File: src/rtl/vc_pkg.sv
// Package: shared types for the victim-buffered data cache.
// Assumes: nothing beyond IEEE 1800-2017.
package vc_pkg;

    // Controller states of the cache access sequencer
    typedef enum logic [2:0] {
        ST_IDLE  = 3'd0,   // accepting requests, main lookup
        ST_VSRCH = 3'd1,   // searching the evicted-line buffer
        ST_WB    = 3'd2,   // writing a dirty buffer slot to memory
        ST_RD    = 3'd3,   // issuing the line read
        ST_WAIT  = 3'd4    // waiting for read data
    } vc_state_e;

endpackage

File: src/rtl/vc_main_array.sv
// Module: direct-mapped tag/data store with one combinational lookup port
// and one synchronous write port. Lines hold a single word.
// Assumes: SETS is a power of two; a written line is always made valid.
module vc_main_array #(
    parameter int ADDR_W = 10,
    parameter int DATA_W = 32,
    parameter int SETS   = 8,
    localparam int IDX_W = $clog2(SETS),
    localparam int TAG_W = ADDR_W - IDX_W
) (
    input  logic              clk,
    input  logic              rst_n,
    input  logic [IDX_W-1:0]  lk_idx,
    output logic              lk_valid,
    output logic              lk_dirty,
    output logic [TAG_W-1:0]  lk_tag,
    output logic [DATA_W-1:0] lk_data,
    input  logic              wr_en,
    input  logic [IDX_W-1:0]  wr_idx,
    input  logic [TAG_W-1:0]  wr_tag,
    input  logic [DATA_W-1:0] wr_data,
    input  logic              wr_dirty
);

    logic [SETS-1:0]   valid_q;
    logic [SETS-1:0]   dirty_q;
    logic [TAG_W-1:0]  tag_q  [SETS];
    logic [DATA_W-1:0] data_q [SETS];

    // Status bits: cleared by reset, set on every line write
    always_ff @(posedge clk) begin
        if (!rst_n) begin
            valid_q <= '0;
            dirty_q <= '0;
        end else if (wr_en) begin
            valid_q[wr_idx] <= 1'b1;
            dirty_q[wr_idx] <= wr_dirty;
        end
    end

    // Tag and data payload, no reset needed
    always_ff @(posedge clk) begin
        if (wr_en) begin
            tag_q[wr_idx]  <= wr_tag;
            data_q[wr_idx] <= wr_data;
        end
    end

    assign lk_valid = valid_q[lk_idx];
    assign lk_dirty = dirty_q[lk_idx];
    assign lk_tag   = tag_q[lk_idx];
    assign lk_data  = data_q[lk_idx];

endmodule

File: src/rtl/vc_victim_store.sv
// Module: small fully associative store of evicted lines, tagged by full
// word address. It provides a parallel search, a view of the rotation slot
// and one write port. The rotation pointer advances only on insertion.
// Assumes: the controller never writes an address already present elsewhere.
module vc_victim_store #(
    parameter int ADDR_W = 10,
    parameter int DATA_W = 32,
    parameter int WAYS   = 4,
    localparam int SLOT_W = (WAYS > 1) ? $clog2(WAYS) : 1
) (
    input  logic              clk,
    input  logic              rst_n,
    input  logic [ADDR_W-1:0] srch_addr,
    output logic              srch_hit,
    output logic [SLOT_W-1:0] srch_slot,
    output logic [DATA_W-1:0] srch_data,
    output logic              srch_dirty,
    output logic [SLOT_W-1:0] ptr_slot,
    output logic              ptr_valid,
    output logic              ptr_dirty,
    output logic [ADDR_W-1:0] ptr_addr,
    output logic [DATA_W-1:0] ptr_data,
    input  logic              wr_en,
    input  logic [SLOT_W-1:0] wr_slot,
    input  logic              wr_valid,
    input  logic [ADDR_W-1:0] wr_addr,
    input  logic [DATA_W-1:0] wr_data,
    input  logic              wr_dirty,
    input  logic              ptr_adv
);

    logic [WAYS-1:0]   valid_q;
    logic [WAYS-1:0]   dirty_q;
    logic [ADDR_W-1:0] addr_q [WAYS];
    logic [DATA_W-1:0] data_q [WAYS];
    logic [SLOT_W-1:0] ptr_q;
    logic [WAYS-1:0]   match;

    // One comparator per slot
    genvar g;
    generate
        for (g = 0; g < WAYS; g++) begin : g_cmp
            assign match[g] = valid_q[g] && (addr_q[g] == srch_addr);
        end
    endgenerate

    // Encode the matching slot and its contents
    always_comb begin
        srch_slot  = '0;
        srch_data  = '0;
        srch_dirty = 1'b0;
        for (int i = 0; i < WAYS; i++) begin
            if (match[i]) begin
                srch_slot  = SLOT_W'(i);
                srch_data  = data_q[i];
                srch_dirty = dirty_q[i];
            end
        end
    end
    assign srch_hit = |match;

    // Slot status bits and the rotation pointer
    always_ff @(posedge clk) begin
        if (!rst_n) begin
            valid_q <= '0;
            dirty_q <= '0;
            ptr_q   <= '0;
        end else begin
            if (wr_en) begin
                valid_q[wr_slot] <= wr_valid;
                dirty_q[wr_slot] <= wr_dirty;
            end
            if (ptr_adv) begin
                ptr_q <= (ptr_q == SLOT_W'(WAYS - 1)) ? '0 : ptr_q + 1'b1;
            end
        end
    end

    // Slot payload
    always_ff @(posedge clk) begin
        if (wr_en) begin
            addr_q[wr_slot] <= wr_addr;
            data_q[wr_slot] <= wr_data;
        end
    end

    assign ptr_slot  = ptr_q;
    assign ptr_valid = valid_q[ptr_q];
    assign ptr_dirty = dirty_q[ptr_q];
    assign ptr_addr  = addr_q[ptr_q];
    assign ptr_data  = data_q[ptr_q];

    // An address never sits in two slots at once
    assert_single_match_R4: assert property (@(posedge clk) disable iff (!rst_n)
        $onehot0(match));

    // An insertion always lands in the rotation slot
    assert_insert_at_ptr_R6: assert property (@(posedge clk) disable iff (!rst_n)
        ptr_adv |-> (wr_en && wr_slot == ptr_q));

endmodule

File: src/rtl/vcache_top.sv
// Module: direct-mapped data cache with an evicted-line buffer beside it.
// It looks up the main array in the accept cycle, searches the buffer in the
// next cycle on a miss, swaps on a buffer hit, and otherwise writes back a
// dirty rotation slot, reads the line and refills.
// Assumes: memory answers a read at least one cycle after accepting it.
module vcache_top
    import vc_pkg::*;
#(
    parameter int ADDR_W  = 10,
    parameter int DATA_W  = 32,
    parameter int SETS    = 8,
    parameter int VICTIMS = 4,
    localparam int IDX_W  = $clog2(SETS),
    localparam int TAG_W  = ADDR_W - IDX_W,
    localparam int SLOT_W = (VICTIMS > 1) ? $clog2(VICTIMS) : 1
) (
    input  logic              clk,
    input  logic              rst_n,
    input  logic              req_valid,
    output logic              req_ready,
    input  logic              req_write,
    input  logic [ADDR_W-1:0] req_addr,
    input  logic [DATA_W-1:0] req_wdata,
    output logic              rsp_valid,
    output logic [DATA_W-1:0] rsp_rdata,
    output logic              stat_hit,
    output logic              stat_slow_hit,
    output logic              stat_miss,
    output logic              mem_req_valid,
    input  logic              mem_req_ready,
    output logic              mem_req_write,
    output logic [ADDR_W-1:0] mem_req_addr,
    output logic [DATA_W-1:0] mem_req_wdata,
    input  logic              mem_rsp_valid,
    input  logic [DATA_W-1:0] mem_rsp_rdata
);

    vc_state_e         state_q;
    logic [ADDR_W-1:0] addr_q;
    logic              write_q;
    logic [DATA_W-1:0] wdata_q;
    logic              wb_done_q;

    logic [ADDR_W-1:0] cur_addr;
    logic [IDX_W-1:0]  cur_idx;
    logic [TAG_W-1:0]  cur_tag;
    logic              accept, main_hit;

    logic              m_valid, m_dirty;
    logic [TAG_W-1:0]  m_tag;
    logic [DATA_W-1:0] m_data;

    logic              v_hit, v_dirty, v_ptr_valid, v_ptr_dirty;
    logic [SLOT_W-1:0] v_slot, v_ptr_slot;
    logic [DATA_W-1:0] v_data, v_ptr_data;
    logic [ADDR_W-1:0] v_ptr_addr;

    logic              mw_en, mw_dirty;
    logic [DATA_W-1:0] mw_data;
    logic              vw_en, vw_adv;
    logic [SLOT_W-1:0] vw_slot;

    // The accept cycle looks up the live address, later states the latched one
    assign cur_addr  = (state_q == ST_IDLE) ? req_addr : addr_q;
    assign cur_idx   = cur_addr[IDX_W-1:0];
    assign cur_tag   = cur_addr[ADDR_W-1:IDX_W];
    assign req_ready = (state_q == ST_IDLE);
    assign accept    = req_valid && req_ready;
    assign main_hit  = m_valid && (m_tag == cur_tag);

    vc_main_array #(.ADDR_W(ADDR_W), .DATA_W(DATA_W), .SETS(SETS)) u_main (
        .clk      (clk),
        .rst_n    (rst_n),
        .lk_idx   (cur_idx),
        .lk_valid (m_valid),
        .lk_dirty (m_dirty),
        .lk_tag   (m_tag),
        .lk_data  (m_data),
        .wr_en    (mw_en),
        .wr_idx   (cur_idx),
        .wr_tag   (cur_tag),
        .wr_data  (mw_data),
        .wr_dirty (mw_dirty)
    );

    vc_victim_store #(.ADDR_W(ADDR_W), .DATA_W(DATA_W), .WAYS(VICTIMS)) u_victim (
        .clk        (clk),
        .rst_n      (rst_n),
        .srch_addr  (addr_q),
        .srch_hit   (v_hit),
        .srch_slot  (v_slot),
        .srch_data  (v_data),
        .srch_dirty (v_dirty),
        .ptr_slot   (v_ptr_slot),
        .ptr_valid  (v_ptr_valid),
        .ptr_dirty  (v_ptr_dirty),
        .ptr_addr   (v_ptr_addr),
        .ptr_data   (v_ptr_data),
        .wr_en      (vw_en),
        .wr_slot    (vw_slot),
        .wr_valid   (m_valid),
        .wr_addr    ({m_tag, cur_idx}),
        .wr_data    (m_data),
        .wr_dirty   (m_dirty),
        .ptr_adv    (vw_adv)
    );

    // Line moves: write hit, swap on slow hit, refill plus insertion on miss
    always_comb begin
        mw_en    = 1'b0;
        mw_data  = m_data;
        mw_dirty = m_dirty;
        vw_en    = 1'b0;
        vw_slot  = v_ptr_slot;
        vw_adv   = 1'b0;
        case (state_q)
            ST_IDLE: begin
                if (accept && main_hit && req_write) begin
                    mw_en    = 1'b1;
                    mw_data  = req_wdata;
                    mw_dirty = 1'b1;
                end
            end
            ST_VSRCH: begin
                if (v_hit) begin
                    mw_en    = 1'b1;
                    mw_data  = write_q ? wdata_q : v_data;
                    mw_dirty = v_dirty | write_q;
                    vw_en    = 1'b1;
                    vw_slot  = v_slot;
                end
            end
            ST_WAIT: begin
                if (mem_rsp_valid) begin
                    mw_en    = 1'b1;
                    mw_data  = write_q ? wdata_q : mem_rsp_rdata;
                    mw_dirty = write_q;
                    vw_en    = m_valid;
                    vw_adv   = m_valid;
                end
            end
            default: ;
        endcase
    end

    // Access sequencer and registered response
    always_ff @(posedge clk) begin
        if (!rst_n) begin
            state_q       <= ST_IDLE;
            addr_q        <= '0;
            write_q       <= 1'b0;
            wdata_q       <= '0;
            rsp_valid     <= 1'b0;
            rsp_rdata     <= '0;
            stat_hit      <= 1'b0;
            stat_slow_hit <= 1'b0;
            stat_miss     <= 1'b0;
        end else begin
            rsp_valid     <= 1'b0;
            stat_hit      <= 1'b0;
            stat_slow_hit <= 1'b0;
            stat_miss     <= 1'b0;
            case (state_q)
                ST_IDLE: begin
                    if (accept) begin
                        addr_q  <= req_addr;
                        write_q <= req_write;
                        wdata_q <= req_wdata;
                        if (main_hit) begin
                            rsp_valid <= 1'b1;
                            rsp_rdata <= req_write ? req_wdata : m_data;
                            stat_hit  <= 1'b1;
                        end else begin
                            state_q <= ST_VSRCH;
                        end
                    end
                end
                ST_VSRCH: begin
                    if (v_hit) begin
                        rsp_valid     <= 1'b1;
                        rsp_rdata     <= mw_data;
                        stat_slow_hit <= 1'b1;
                        state_q       <= ST_IDLE;
                    end else if (m_valid && v_ptr_valid && v_ptr_dirty) begin
                        state_q <= ST_WB;
                    end else begin
                        state_q <= ST_RD;
                    end
                end
                ST_WB:   if (mem_req_ready) state_q <= ST_RD;
                ST_RD:   if (mem_req_ready) state_q <= ST_WAIT;
                ST_WAIT: begin
                    if (mem_rsp_valid) begin
                        rsp_valid <= 1'b1;
                        rsp_rdata <= mw_data;
                        stat_miss <= 1'b1;
                        state_q   <= ST_IDLE;
                    end
                end
                default: state_q <= ST_IDLE;
            endcase
        end
    end

    assign mem_req_valid = (state_q == ST_WB) || (state_q == ST_RD);
    assign mem_req_write = (state_q == ST_WB);
    assign mem_req_addr  = (state_q == ST_WB) ? v_ptr_addr : addr_q;
    assign mem_req_wdata = v_ptr_data;

    // Records that the write-back of the current miss has been accepted
    always_ff @(posedge clk) begin
        if (!rst_n || state_q == ST_IDLE) wb_done_q <= 1'b0;
        else if (state_q == ST_WB && mem_req_ready) wb_done_q <= 1'b1;
    end

    assert_hit_next_cycle_R2: assert property (@(posedge clk) disable iff (!rst_n)
        (accept && main_hit) |=> (rsp_valid && stat_hit));

    assert_search_silent_R3: assert property (@(posedge clk) disable iff (!rst_n)
        (accept && !main_hit) |=> (!rsp_valid && !mem_req_valid));

    assert_slow_hit_answer_R3: assert property (@(posedge clk) disable iff (!rst_n)
        (state_q == ST_VSRCH && v_hit) |=> (rsp_valid && stat_slow_hit));

    assert_refill_answer_R5: assert property (@(posedge clk) disable iff (!rst_n)
        (state_q == ST_WAIT && mem_rsp_valid) |=> (rsp_valid && stat_miss));

    assert_wb_before_read_R7: assert property (@(posedge clk) disable iff (!rst_n)
        (state_q == ST_RD && m_valid && v_ptr_valid && v_ptr_dirty) |-> wb_done_q);

    assert_req_hold_R8: assert property (@(posedge clk) disable iff (!rst_n)
        (mem_req_valid && !mem_req_ready) |=> (mem_req_valid && $stable(mem_req_addr)
            && $stable(mem_req_write) && $stable(mem_req_wdata)));

    assert_status_onehot_R9: assert property (@(posedge clk) disable iff (!rst_n)
        rsp_valid |-> $onehot({stat_hit, stat_slow_hit, stat_miss}));

    assert_status_quiet_R9: assert property (@(posedge clk) disable iff (!rst_n)
        !rsp_valid |-> ({stat_hit, stat_slow_hit, stat_miss} == 3'b000));

endmodule

File: config.mk
export PLATFORM = sky130hd
export DESIGN_NAME = vcache_top
export DESIGN_NICKNAME = d
export VERILOG_FILES = /design/src/rtl/vc_pkg.sv /design/src/rtl/vc_main_array.sv /design/src/rtl/vc_victim_store.sv /design/src/rtl/vcache_top.sv
export SDC_FILE = /design/constraint.sdc
export NUM_CORES = 1
export LEC_CHECK = 0
export ABC_AREA = 1
export BUFFER_PORTS_ARGS = -buffer_cell sky130_fd_sc_hd__buf_4
export CORE_MARGIN = 4
export CORE_UTILIZATION = 35
export CTS_BUF_LIST = sky130_fd_sc_hd__clkbuf_8 sky130_fd_sc_hd__clkbuf_16
export DETAILED_ROUTE_END_ITERATION = 12
export PLACE_DENSITY_LB_ADDON = 0.2
export RECOVER_POWER = 50
export SETUP_SLACK_MARGIN = 0.3
export SYNTH_ARGS = -nofsm -noshare
export SYNTH_HDL_FRONTEND = slang
export SYNTH_HIERARCHICAL = 1
export SYNTH_SLANG_ARGS = --single-unit
export TNS_END_PERCENT = 5
File: constraint.sdc
create_clock -name clk -period 12.07 [get_ports clk]
set_input_delay 1.207 -clock clk [delete_from_list [all_inputs] [get_ports clk]]
set_output_delay 1.207 -clock clk [all_outputs]
set_load 0.02 [all_outputs]
==> results by group, run 1 <==
Run status
  – Status: complete, but fails checks
  – Failing checks: max-capacitance violations, max-slew violations

STA
  – Final worst-path cycle share: 73.2%
  – Fmax: 0.113 GHz
  – Min Tclk post-route: 8.84 ns
  – Post-Route Skew: 0.0331 ns
  – Final setup vio count: 0
  – Worst hold margin: 0.459 ns
  – Max-slew headroom at the worst pin: -151%
  – RSZ-0062 raised after global routing: no
  – Final slew viol count: 483
  – TNS Setup: 0 ns
  – Hold Violations, Final: 0
  – Setup WS post-layout: 3.23 ns
  – Least-Margin Pin Slew: 3.77 ns

Power and ir drop
  – Leak: 15.0 nW
  – Net Sw Frac: 34.2%
  – Sw Pwr: 2.08 mW
  – Pint: 4.00 mW
  – Part of the power in registers: 41.6%
  – PD cells: 181 nW/um2
  – Clock share of power: 32.5%
  – Gate power share: 25.9%
  – Peak VDD IR: 104 uV

Floorplan
  – Initial Util: 35.5%
  – Die footprint: 90200 um2
  – Core ar.: 84200 um2
  – Site Rows: 106
  – Die H: 300 um
  – Die W: 300 um
  – I/O pin cnt: 161

Layout
  – Commonest non-fill, non-tap cells in the layout: nand2_1 (1104), inv_1 (569), edfxtp_1 (480)
  – Layout Utilization: 40.0%
  – Filler cell count: 8508
  – Synth-to-Final Area Change: 12.5%
  – Fin nets: 3808
  – Commonest non-fill, non-tap cell in the layout: nand2_1
  – Final instance area: 33700 um2
  – Layout cells sized above 1: 8.68%

Clock tree
  – H-tree levels: 3
  – Clk sinks: 590
  – Clock transition at the registers of the reported paths: 0.06 ns
  – Post-CTS Repair Setup Buffers: 0
  – Cts hold-fix bufs: 0
  – Post-CTS sizing: 0
  – Clock buffer count from CTS: 67
  – Clk_lat worst skew: 0.60 ns
  – Clock Path Buffers: 3
  – Root Driver: clkbuf_16
  – CTS tree: done

Setup path
  – Crit start category: register
  – Crit Path Class: reg2reg
  – Reg2Reg Setup Slack: 3.23 ns
  – Crit-path max FO: 49
  – CP endpoint kind: register
  – CP Data Arrival Time: 9.00 ns
  – Worst Path Required: 12.23 ns

Drt
  – DR pass1 iterations: 5
  – Routed WL: 98.2 mm
  – Drt via density: 4.93
  – Number of antenna-violating nets in the routed design: 0
  – DR WL/cell: 20.0 um
  – Vias: 24240
  – Iteration-0 DRC Markers: 2353
  – DRC: 0

Flow run
  – MaxCap Viol Count: 12

Placed design
  – Routability cong.: 0.891
  – IO buf count: 160
  – Final HPWL DP: 63.2 mm
  – DP Area: 31900 um2
  – Setup WS pre-CTS: 5.38 ns

Synth
  – Synth Flop Type: edfxtp_1
  – Mapped Nets: 3724
  – Seq/Total Area, Yosys: 55.5%
  – Mean post-synth cell area: 8.21 um2
  – Synthesized instance count: 3643
  – Synthesis Warnings: 6
  – Count of unique library cells instantiated by Yosys: 41
  – #FFs+latches synth: 590
  – Asr flop ratio synth: 0%
  – Post-synth EDFFs: 480
  – Area of the mapped netlist: 29900 um2

GRT
  – Vias in the first global route: 22485
  – Total Routing Usage GR: 21.2%
  – Total grt overflow: 0
  – Global-route wire length before repair: 145 mm
  – Initial antenna violation count: 1
  – Pin count of the biggest net entering global routing: 172

Hold path
  – Hold Path Class: reg2reg
[metrics by stage]
stage,std cells,power (mW)
after floorplan,3643,3.51
after global placement,4792,4.14
after detailed placement,4792,4.15
after CTS,4911,6.14
after global routing,4911,6.38
final,4913,6.08
[cell usage after synthesis, types with 27 or more instances]
| cell type | number | area, um2 |
|---|---|---|
| a21oi_1 | 200 | 1000 |
| buf_2 | 60 | 300 |
| clkbuf_1 | 88 | 330 |
| dfxtp_1 | 110 | 2200 |
| edfxtp_1 | 480 | 14400 |
| inv_1 | 554 | 2080 |
| inv_2 | 30 | 113 |
| nand2_1 | 1101 | 4130 |
| nand2_2 | 44 | 275 |
| nand3_1 | 351 | 1760 |
| nor2_1 | 235 | 882 |
| o21ai_0 | 179 | 896 |
| o22ai_1 | 36 | 225 |
| or2_1 | 27 | 169 |
[kinds of logic (layout without fill, tap and decap cells)]
| kind of cell | after synthesis | after routing | share of synthesized area (%) |
|---|---|---|---|
| adder cells (fa/ha/maj) | 1 | 1 | 0.0418 |
| AO/OA/AOI/OAI | 441 | 441 | 7.63 |
| AND/OR/NAND/NOR | 1826 | 1826 | 25.8 |
| flip-flops | 590 | 590 | 55.5 |
| buffers and inverters | 775 | 909 | 10.7 |
| XOR/XNOR | 10 | 10 | 0.293 |
| other | 0 | 2 | 0 |
[per-layer routing]
layer	part of all wire [%]	vias to the layer above	global-route usage (%)
met5	0.013	-	0
met4	2.9	2	6.70
met3	8.4	165	3.89
met1	46	11362	30.9
li1	-	11775	-
met2	43	936	32.0
[power by group through the flow]
stage,logic [mW],registers (mW),clock network (mW)
after global routing,1.73,2.54,2.12
after floorplan,0.950,2.56,0
after global placement,1.57,2.57,0
after detailed placement,1.57,2.58,0
after CTS,1.58,2.53,2.03
final,1.57,2.53,1.98
[state kept, by name, indices dropped and copies added (netlist names), 8 cells and up, named ones only]
register	cells
u_main/data_q	256
u_victim/addr_q	40
wdata_q	32
u_main/valid_q	8
u_victim/data_q	128
rsp_rdata	32
u_main/dirty_q	8
addr_q	10
u_main/tag_q	56
[final timing paths]
kind,start,to,depth (start not counted)
setup reg to reg,state_q[0],u_victim/data_q[1][7],17
setup / recovery,state_q[0],u_victim/data_q[1][7],17
hold / removal,u_main/valid_q[3],u_main/valid_q[3],2
hold reg to reg,u_main/valid_q[3],u_main/valid_q[3],2
[final cells by class]
cell class,count,area (um2),share of cell area (%)
repair buffers,202,1190,3.54
clock buffers,77,1840,5.45
clock inverters,42,293,0.869
flip-flops and latches,590,16600,49.3
multi-input cells,2278,10100,30.0
diodes,2,5.00,0.0149
well taps,1134,1420,4.21
inverters,588,2210,6.56
[critical path, stage by stage, from the launching register on]
cell,delay (ns)
dfxtp_1,0.34
nor2_1,0.74
nand2_1,0.54
inv_1,0.27
buf_4,0.47
nand2_1,0.12
o21ai_0,0.16
clkbuf_1,1.79
buf_4,0.76
nand3_1,0.14
nand2_1,0.10
nand2_1,0.05
nand2_1,0.41
inv_1,0.15
o21ai_0,0.18
inv_1,0.16
nor3_1,0.23
clkbuf_1,1.69
Note: power is estimated with default switching activity, not from simulation.
==> run 2: changes to the inputs <==
--- a/config.mk
+++ b/config.mk
@@ -5,7 +5,7 @@
 export SDC_FILE = /design/constraint.sdc
 export NUM_CORES = 1
 export LEC_CHECK = 0
-export ABC_AREA = 1
+export ABC_AREA = 0
 export BUFFER_PORTS_ARGS = -buffer_cell sky130_fd_sc_hd__buf_4
 export CORE_MARGIN = 4
 export CORE_UTILIZATION = 35
==> constraint.sdc (replaced) <==
create_clock -name clk -period 8.29 [get_ports clk]
set_input_delay 0.829 -clock clk [delete_from_list [all_inputs] [get_ports clk]]
set_output_delay 0.829 -clock clk [all_outputs]
set_load 0.02 [all_outputs]
==> run 2 against run 1 <==
  * The run still ends with max-capacitance violations, max-slew violations left
  * Routed wire length down 18%
  * Utilization up 0.38 points
  * Via count is 30% lower
  * Total power grew 45%
  * Non-clock buffer count grew 1
  * Register-to-register slack worse by 2.4 ns
  * Cell area fell by 8.7%
  * Sequential power is 49% higher
  * Critical endpoint is now u_main/dirty_q[2]
==> results by group, run 2 <==
Clock tree
  – Clk sinks: 590
  – Post-CTS Repair Setup Buffers: 0
  – Clk_lat worst skew: 0.64 ns
  – CTS tree: done
  – Cts hold-fix bufs: 0
  – Root Driver: clkbuf_16
  – Post-CTS sizing: 0
  – Clock Path Buffers: 3
  – Clock buffer count from CTS: 61
  – Clock transition at the registers of the reported paths: 0.06 ns
  – H-tree levels: 2

Layout
  – Final instance area: 30800 um2
  – Commonest non-fill, non-tap cells in the layout: edfxtp_1 (480), nand2_1 (137), nor2_1 (134)
  – Max reg flops: 256
  – Layout cells sized above 1: 16.5%
  – Register Area: 16600 um2
  – Area of the multi-input gates: 9520 um2
  – Commonest non-fill, non-tap cell in the layout: edfxtp_1
  – Reg with most FFs: u_main/data_q
  – Largest registers: u_main/data_q x256, u_victim/data_q x128, u_main/tag_q x56
  – Synth-to-Final Area Change: 13.9%
  – Filler cell count: 7021
  – Fin nets: 2017

Setup path
  – CP endpoint kind: register
  – Crit Path Class: reg2reg
  – Crit start category: register
  – CP Data Arrival Time: 7.93 ns
  – Worst Path Required: 8.81 ns
  – Crit-path max FO: 40

Synth
  – Post-synth EDFFs: 480
  – Synth top area share: 53.4%
  – Asr flop ratio synth: 0%
  – #FFs+latches synth: 590
  – Post-synth top area cell: edfxtp_1
  – Seq/Total Area, Yosys: 61.5%
  – Area of the mapped netlist: 27000 um2
  – Synth area leaders: edfxtp_1 (53%), dfxtp_1 (8.2%), mux4_1 (7.0%)
  – Mean post-synth cell area: 14.9 um2
  – Count leader, synth: edfxtp_1
  – Count of unique library cells instantiated by Yosys: 70
  – Synthesized instance count: 1817
  – Synth cell count leaders: edfxtp_1 (480), nand2_1 (137), nor2_1 (134), dfxtp_1 (110), mux2i_1 (85)
  – Synth Flop Type: edfxtp_1
  – Synthesis Warnings: 6
  – Mapped Nets: 1898

Floorplan
  – Die footprint: 81700 um2
  – Die H: 286 um
  – I/O pin cnt: 161
  – Core ar.: 76200 um2
  – Die W: 286 um
  – Site Rows: 101
  – Initial Util: 35.5%

STA
  – Worst hold margin: 0.463 ns
  – Fmax: 0.135 GHz
  – Final worst-path cycle share: 89.4%
  – TNS Setup: 0 ns
  – Post-Route Skew: 0.0229 ns
  – Final setup vio count: 0
  – RSZ-0062 raised after global routing: no
  – Max-slew headroom at the worst pin: -122%
  – Least-Margin Pin Slew: 3.32 ns
  – Min Tclk post-route: 7.41 ns
  – Hold Violations, Final: 0
  – Final slew viol count: 370

Hold path
  – Hold Path Class: reg2reg

Drt
  – DRC: 0
  – Routed WL: 80.5 mm
  – DR pass1 iterations: 7
  – Drt via density: 5.65
  – Vias: 17060
  – Number of antenna-violating nets in the routed design: 0
  – DR WL/cell: 26.7 um
  – Iteration-0 DRC Markers: 1803

Run status
  – Failing checks: max-capacitance violations, max-slew violations
  – Status: complete, but fails checks

Power and ir drop
  – PD cells: 287 nW/um2
  – Sw Pwr: 2.77 mW
  – Clock share of power: 32.0%
  – Net Sw Frac: 31.4%
  – Leak: 10.2 nW
  – Gate power share: 25.3%
  – Pint: 6.05 mW
  – Peak VDD IR: 162 uV
  – Part of the power in registers: 42.6%
  – Pwr Total: 8.83 mW

Placed design
  – IO buf count: 160
  – Routability cong.: 0.827
  – DP Area: 29000 um2
  – Final HPWL DP: 50.9 mm

Flow run
  – MaxCap Viol Count: 10

GRT
  – Vias in the first global route: 16658
  – Total grt overflow: 0
  – Global-route wire length before repair: 116 mm
  – Pin count of the biggest net entering global routing: 89
  – Total Routing Usage GR: 19.0%
  – Initial antenna violation count: 2
## run 2: cell count changes after synthesis, moves of 58 or more
cell     change
inv_1      -543
a31oi_1     +65
mux4_1      +72
a21oi_1    -195
nand3_1    -346
o21ai_0    -141
nor2_1     -101
mux2_2      +58
mux2i_1     +85
nand4_1     +69
nand2_1    -964
## run 2: power by group through the flow
stage          logic [mW]  clock network (mW)  registers [mW]
5_1_grt              2.40                3.02            3.77
3_3_place_gp         2.22                   0            3.82
6_report             2.24                2.82            3.76
3_5_place_dp         2.27                   0            3.83
4_1_cts              2.28                2.90            3.76
2_1_floorplan        1.47                   0            3.79
## run 2: cells by family after synthesis
kind of cell	Yosys count	share of synthesized area (%)
buffers and inverters	158	3.66
multiplexers	269	17.1
flip-flops	590	61.5
AO/OA/AOI/OAI	274	7.32
XOR/XNOR	44	1.43
adder cells (fa/ha/maj)	1	0.0463
AND/OR/NAND/NOR	481	8.98
## run 2: final timing paths
path | start | endpoint | slack [ns] | depth (start not counted)
min reg2reg | rsp_rdata[8] | rsp_rdata[8] | 0.46 | 2
max reg2reg | state_q[0] | u_main/dirty_q[2] | 0.88 | 15
max | state_q[0] | u_main/dirty_q[2] | 0.88 | 15
min | rsp_rdata[8] | rsp_rdata[8] | 0.46 | 2
## run 2: final cells by class
cell class                      count  share of cell area (%)
Antenna cell                        1                 0.00813
Clock buffer                       72                    5.53
Clock inverter                     43                    1.26
Inverter                           11                   0.134
Multi-Input combinational cell   1069                    30.9
Sequential cell                   590                    54.0
Tap cell                         1030                    4.19
Timing Repair Buffer              203                    3.93
## run 2: worst max-delay path, cell delays in order, from the launching register on
cell and delay [ns]:
dfxtp_1 0.52, nor3_2 0.25, clkbuf_1 0.84, mux2_4 0.79, mux4_1 0.66, mux2_1 0.40, xor2_1 0.17, a2111oi_1 0.92
o2111a_1 0.30, buf_4 0.40, nand2_1 0.13, nand2b_1 0.22, and4bb_2 0.93, buf_4 0.41, mux2i_1 0.22, nor2b_1 0.06
## run 2: metrics by stage
stage / utilization [%] / setup slack (ns) / instances
after global placement: 38.1 / 1.71 / 2903
after CTS: 40.8 / 1.57 / 3018
after detailed placement: 38.1 / 1.54 / 2903
after global routing: 40.4 / 0.612 / 3018
after floorplan: - / 1.32 / 1817
final: 40.4 / 0.882 / 3019
## run 2: routing by layer
metal | vias up | track usage, % | routed length [um]
met2 | 627 | 29.4 | 36800
met5 | - | 0 | 13
met4 | 2 | 5.38 | 2020
met1 | 8864 | 27.2 | 35800
li1 | 7453 | - | -
met3 | 114 | 4.18 | 5930
